File: src/rtl/fp_sqrt_pipe.sv
module fp_sqrt_pipe (
  input  logic        clk,
  input  logic        rst_n,
  input  logic        in_valid,
  input  logic [31:0] in_data,
  output logic        out_valid,
  output logic [31:0] out_data
);
  localparam int NSTG = 13;
  localparam int QW   = 2 * NSTG;
  localparam int XW   = 4 * NSTG;
  localparam int RW   = QW + 4;
  localparam logic [1:0] K_NUM = 2'd0, K_ZERO = 2'd1, K_INF = 2'd2, K_NAN = 2'd3;

  function automatic logic [RW+QW-1:0] nr_step(input logic [RW-1:0] r,
                                               input logic [QW-1:0] q,
                                               input logic [1:0]    b);
    logic [RW-1:0] t, rn;
    t = {r[RW-3:0], b};
    if (!r[RW-1]) rn = t - {{(RW-QW-2){1'b0}}, q, 2'b01};
    else          rn = t + {{(RW-QW-2){1'b0}}, q, 2'b11};
    return {rn, q[QW-2:0], ~rn[RW-1]};
  endfunction

  logic [7:0]  in_exp;
  logic [22:0] in_frac;
  logic [1:0]  in_kind;
  logic [8:0]  exp_sum;
  assign in_exp  = in_data[30:23];
  assign in_frac = in_data[22:0];
  assign exp_sum = {1'b0, in_exp} + 9'd127;

  always_comb begin
    if (in_exp == 8'hFF && in_frac != 23'd0) in_kind = K_NAN;
    else if (in_exp == 8'h00)                in_kind = K_ZERO;
    else if (in_data[31])                    in_kind = K_NAN;
    else if (in_exp == 8'hFF)                in_kind = K_INF;
    else                                     in_kind = K_NUM;
  end

  logic        vld  [0:NSTG];
  logic [1:0]  kind [0:NSTG];
  logic        sgn  [0:NSTG];
  logic [7:0]  exh  [0:NSTG];
  logic [23:0] man  [0:NSTG];
  logic        odd  [0:NSTG];
  logic [RW-1:0] rem  [1:NSTG];
  logic [QW-1:0] root [1:NSTG];

  always_ff @(posedge clk) begin
    if (!rst_n) vld[0] <= 1'b0;
    else        vld[0] <= in_valid;
  end

  always_ff @(posedge clk) begin
    kind[0] <= in_kind;
    sgn[0]  <= in_data[31];
    exh[0]  <= exp_sum[8:1];
    man[0]  <= {1'b1, in_frac};
    odd[0]  <= ~in_exp[0];
  end

  for (genvar s = 1; s <= NSTG; s++) begin : g_stg
    logic [RW-1:0]    r_in;
    logic [QW-1:0]    q_in;
    logic [XW-1:0]    xr;
    logic [3:0]       nib;
    logic [RW+QW-1:0] st1, st2;

    if (s == 1) begin : g_first
      assign r_in = '0;
      assign q_in = '0;
    end else begin : g_next
      assign r_in = rem[s-1];
      assign q_in = root[s-1];
    end

    assign xr  = odd[s-1] ? {man[s-1], {(XW-24){1'b0}}}
                          : {1'b0, man[s-1], {(XW-25){1'b0}}};
    assign nib = 4'(xr >> (XW - 4 * s));
    assign st1 = nr_step(r_in, q_in, nib[3:2]);
    assign st2 = nr_step(st1[RW+QW-1:QW], st1[QW-1:0], nib[1:0]);

    always_ff @(posedge clk) begin
      if (!rst_n) vld[s] <= 1'b0;
      else        vld[s] <= vld[s-1];
    end

    always_ff @(posedge clk) begin
      rem[s]  <= st2[RW+QW-1:QW];
      root[s] <= st2[QW-1:0];
      kind[s] <= kind[s-1];
      sgn[s]  <= sgn[s-1];
      exh[s]  <= exh[s-1];
      man[s]  <= man[s-1];
      odd[s]  <= odd[s-1];
    end
  end

  logic [QW-1:0] q_f;
  logic [RW-1:0] r_f, r_fix;
  logic          rem_nz, rnd_up;
  logic [31:0]   num_res, res_c;

  assign q_f     = root[NSTG];
  assign r_f     = rem[NSTG];
  assign r_fix   = r_f + {{(RW-QW-1){1'b0}}, q_f, 1'b1};
  assign rem_nz  = r_f[RW-1] ? (r_fix != '0) : (r_f != '0);
  assign rnd_up  = q_f[1] & (q_f[0] | rem_nz | q_f[2]);
  assign num_res = {1'b0, exh[NSTG], q_f[QW-2:2]} + {31'd0, rnd_up};

  always_comb begin
    case (kind[NSTG])
      K_NUM:   res_c = num_res;
      K_ZERO:  res_c = {sgn[NSTG], 31'd0};
      K_INF:   res_c = 32'h7F80_0000;
      default: res_c = 32'h7FC0_0000;
    endcase
  end

  always_ff @(posedge clk) begin
    if (!rst_n) out_valid <= 1'b0;
    else        out_valid <= vld[NSTG];
  end

  always_ff @(posedge clk) out_data <= res_c;
endmodule

File: config.mk
export PLATFORM = sky130hd
export DESIGN_NAME = fp_sqrt_pipe
export DESIGN_NICKNAME = d
export VERILOG_FILES = /design/src/rtl/fp_sqrt_pipe.sv
export SDC_FILE = /design/constraint.sdc
export NUM_CORES = 2
export LEC_CHECK = 0
export BUFFER_PORTS_ARGS = -buffer_cell sky130_fd_sc_hd__buf_2
export CAP_MARGIN = 15
export CORE_MARGIN = 2
export CORE_UTILIZATION = 45
export DETAILED_ROUTE_END_ITERATION = 10
export PLACE_DENSITY = 0.65
export SLEW_MARGIN = 10
export SYNTH_ARGS = -nofsm -noshare
export SYNTH_HDL_FRONTEND = slang
export SYNTH_SLANG_ARGS = --single-unit
File: constraint.sdc
create_clock -name clk -period 9.7 [get_ports clk]
set_clock_uncertainty 0.1 [all_clocks]
set_input_delay 1.94 -clock clk [delete_from_list [all_inputs] [get_ports clk]]
set_output_delay 1.94 -clock clk [all_outputs]
set_load 0.005 [all_outputs]
# --- Yosys cells after proc, flatten, opt, wreduce, memory -nomap -nowiden ---
# Memory sizes are Yosys's and may differ from the RTL's. A register that Yosys moved wholly into a read port is not among the register bits.
# Cells that the tools add are included.
word_totals:
  n_memories: 8
  latch_bits: 0
  wordCells: 171
  register_bits: 32
  out_inout_bits: 33
  ramBits: 1246
  inputBits: 35
  romBits: 0
mem_list:
  columns: ["memory", "depth", "width", "rd", "rd_ports_with_merged_regs", "wr", "line_no", "rtl"]
  rows:
  - ["rem", 13, 30, 13, 0, 13, "47", "logic [RW-1:0] rem [1:NSTG];"]
  - ["root", 13, 26, 13, 0, 13, "48", "logic [QW-1:0] root [1:NSTG];"]
  - ["man", 14, 24, 13, 0, 14, "45", "logic [23:0] man [0:NSTG];"]
  - ["exh", 14, 8, 14, 0, 14, "44", "logic [7:0] exh [0:NSTG];"]
  - ["kind", 14, 2, 14, 0, 14, "42", "logic [1:0] kind [0:NSTG];"]
  - ["odd", 14, 1, 13, 0, 14, "46", "logic odd [0:NSTG];"]
  - ["2 more memories", null, null, null, null, null, null, null]
op_classes:
  mux: 54
  shifts: 0
  n_lt_le_gt_ge: 0
  reduce_logical: 7
  multipliers: 0
  n_addsub: 54
  div: 0
  bitwise: 44
  n_eq_ne: 3
op_table:
  columns: ["operator", "n"]
  rows:
  - ["30-bit 2-to-1 mux", 25]
  - ["30-bit by 28-bit adder with 30-bit output", 24]
  - ["30-bit by 28-bit subtractor with 30-bit output", 24]
  - ["32-bit one-hot mux with 3 select lines", 1]
  - ["30-bit nonzero test", 2]
  - ["52-bit 2-to-1 mux", 1]
  - ["48-bit 2-to-1 mux", 1]
  - ["44-bit 2-to-1 mux", 1]
  - ["40-bit 2-to-1 mux", 1]
  - ["36-bit 2-to-1 mux", 1]
  - ["31-bit by 1-bit adder with 32-bit output", 1]
  - ["32-bit 2-to-1 mux", 1]
  - ["30-bit by 27-bit adder with 30-bit output", 1]
  - ["28-bit 2-to-1 mux", 1]
  - ["1-bit NOT", 27]
  - ["23-bit nonzero test", 1]
  - ["1-bit 2-to-1 mux", 17]
  - ["1-bit OR", 16]
  - ["8-bit by 7-bit adder with 9-bit output, second input constant", 1]
  - ["8-bit == test, second input constant", 1]
  - ["8-bit logical NOT", 1]
  - ["2-bit 2-to-1 mux", 4]
  - ["5-bit by 4-bit adder with 6-bit output", 1]
  - ["5-bit by 4-bit subtractor with 6-bit output", 1]
  - ["other kinds (7)", 7]

# --- Depth between registers and ports, before layout ---
# An unclocked memory read counts as a cell.
depth:
  word_depth: 9
  depth_mapped: 33
  depth_no_buf: 30

# --- Least setup slack after synthesis ---
# OpenSTA, ideal clock, no wires.
synth_timing:
  path_kind: "reg-to-reg"
  from: "reg, netlist name rem[3][29]"
  to: "reg, netlist name rem[3][56]"
  setup_time_ns: 0.072
  period_less_slack_ns: 7.190
  slack_ns: 2.510
  path_stages_with_launch: 33
  required_time_ns: 9.528
  t_arrival_ns: 7.018
  cell_sequence: "dfxtp_1 clkbuf_1 clkbuf_1 inv_1 ha_1 a21o_1 a21o_1 a21o_1 a21oi_1 o21ai_0 o2111a_1 o31a_1 o21a_1 o21ai_0 nand2b_1 a21oi_1 xnor2_1 buf_2 xor2_1 ha_1 a21o_1 a21oi_1 o21bai_1 a21oi_1 o21bai_1 a21oi_1 o211ai_1 a31o_2 a21oi_1 o211ai_1 a31o_2 a21oi_1 xnor2_1"

==> results.json <==
{
  "status": "finished, final reports clean",
  "gr-usage-all-layers_pct": 21.4,
  "synth_cell_types": 119,
  "wl_per_cell_um": 16.9,
  "routed-via-count": 43400,
  "synth_cells": 6163,
  "ys_seq_area_share_pct": 29.9,
  "ys.flop_type": "dfxtp_1",
  "grt_max_degree": 42,
  "place.gp.congestion": 0.925,
  "die_h_um": 345,
  "clk_pin_slew_worst_paths_ps": 70,
  "cp_slowest_stage_delay_ps": 900,
  "critical_path_peak_fanout": 29,
  "max-slew-margin-rel_pct": 23.3,
  "hold_path_class": "flip-flop to flip-flop",
  "cpMaxStageDelayCell": "dfxtp_1",
  "clock_path_buffers": 3,
  "die_area_mm2": 0.119,
  "synth_warnings": 0,
  "final_hold_viol_count": 0,
  "max_cap_violations": 0,
  "rsz0062_at_grt": "false",
  "die_w_um": 345,
  "area_growth_syn_to_layout_pct": 9.01,
  "core.rowCount": 125,
  "numPortBuffers": 67,
  "firstDrtPassIters": 8,
  "yosys_register_bits": 784,
  "tightest_slew_ps": 1120,
  "core_area_mm2": 0.116,
  "layout-drive-gt1-share_pct": 5.44,
  "avgViaCountPerCell": 5.59,
  "drtIter0Drc": 2631,
  "numCtsBuffers": 84,
  "setup_viol": 0,
  "fin_crit_ps": 8140,
  "syn_avg_cell_area_um2": 8.50,
  "crit_required_ps": 10190,
  "num-nets-final": 6840,
  "hold_buffers": 0,
  "synth_edf_count": 0,
  "finalCritPeriodShare_pct": 83.9,
  "cts_resized": 0,
  "end_kind": "flip-flop",
  "postCtsSetupBuffers": 0,
  "grt_pass1_wl_mm": 213,
  "slew_violations": 0,
  "wl_mm": 131,
  "synthArstFlopShare_pct": 0,
  "grt_overflow_total": 0,
  "crit_type": "flip-flop to flip-flop",
  "crit_top_cell": "a21oi_1",
  "clockRootBuffer": "clkbuf_16",
  "arrival_ps": 8630,
  "postRouteAntennaNets": 0,
  "cts.sinks": 784,
  "max_freq_mhz": 123,
  "cts_tree": "yes",
  "synth_area_mm2": 0.0524,
  "ioPinCount": 68,
  "synth.net_count": 6844,
  "antenna_found_initial": 3,
  "tns_ps": 0,
  "clock_latency_ps": 680,
  "dp_hpwl_mm": 105,
  "start_util_pct": 45.2,
  "drc": 0,
  "cts_max_level": 3,
  "startpoint_type": "flip-flop",
  "grt_pass1_vias": 41000
}
## synthesized netlist by cell type (126+ instances only)
master,n,share of area [%]
dfxtp_1,784,30
o21ai_0,313,3.0
xor2_1,205,3.4
a21o_1,159,2.3
clkbuf_1,126,0.90
xnor2_1,478,8.0
a21oi_1,543,5.2
ha_1,643,15
nor3_1,129,1.2
nand2_1,309,2.2
nor2_1,477,3.4
inv_1,399,2.9
## per-layer routing
layer / share of wire [%] / GRT usage [%] / wire [um]
met1: 46 / 28.4 / 60300
met5: 0 / 0 / 0
met2: 47 / 36.5 / 61800
met3: 4.5 / 2.32 / 5900
met4: 2.5 / 6.39 / 3350
## layout make-up
class,instances,area (um^2)
Fill cell,11000,58800
Clock inverter,43,649
Timing Repair Buffer,81,440
Tap cell,1524,1910
Sequential cell,784,15700
Inverter,412,1550
Multi-Input combinational cell,4796,34500
Clock buffer,112,2400
Antenna cell,3,7.51
## critical path, delay by kind of cell (launching register included)
family | cells | cell delay (ps)
AO/OA/AOI/OAI | 18 | 3960
XOR/XNOR | 5 | 860
adder cells (fa/ha/maj) | 3 | 1120
buffers and inverters | 1 | 390
flip-flops | 1 | 900
AND/OR/NAND/NOR | 4 | 710
## kinds of logic after synthesis
kind of cell | synth area share, %
AO/OA/AOI/OAI | 21.9
AND/OR/NAND/NOR | 15.5
flip-flops | 29.9
XOR/XNOR | 11.6
adder cells (fa/ha/maj) | 15.5
buffers and inverters | 4.29
multiplexers | 1.27
other | 0.00716
## worst paths after layout
path         cells after the start  startpoint           to  slack (ps)
min reg2reg                      0   exh[1][7]   exh[1][15]         200
max reg2reg                     31  rem[3][29]  root[1][78]        1560
min                              0   exh[1][7]   exh[1][15]         200
max                             31  rem[3][29]  root[1][78]        1560
## cells in the final DEF, fill, tap and decap left out, drive strengths merged, types with 66 or more instances in the layout
master	n
a21o	159
a21oi	547
a31oi	77
buf	81
clkbuf	112
dfxtp	784
ha	643
inv	417
nand2	310
nand2b	82
nand3	122
nor2	480
nor2b	67
nor3	131
nor4	66
o21a	74
o21ai	346
o21bai	126
or3	78
xnor2	481
xor2	206
## flip-flops by register name, indices dropped and copies added, names as in the netlist
register and flops:
rem 307, out_data 32, exh 112, vld 14, sgn 14, odd 7
kind 28, root 180, out_valid 1, man 89
## per-stage QoR
stage	hold slack [ps]	utilization [%]	instance area (um^2)	std cells	worst slack, ps
floorplan	210	-	52400	6163	2510
detailed placement	212	46.7	54100	7597	1760
CTS	195	49.3	57100	7752	1670
global placement	210	46.7	54100	7597	1820
finish	200	49.3	57100	7755	1560
global route	198	49.3	57100	7752	981
Power is not shown: default switching activity piles up to over one toggle a cycle in this logic, so the estimate is an artifact.
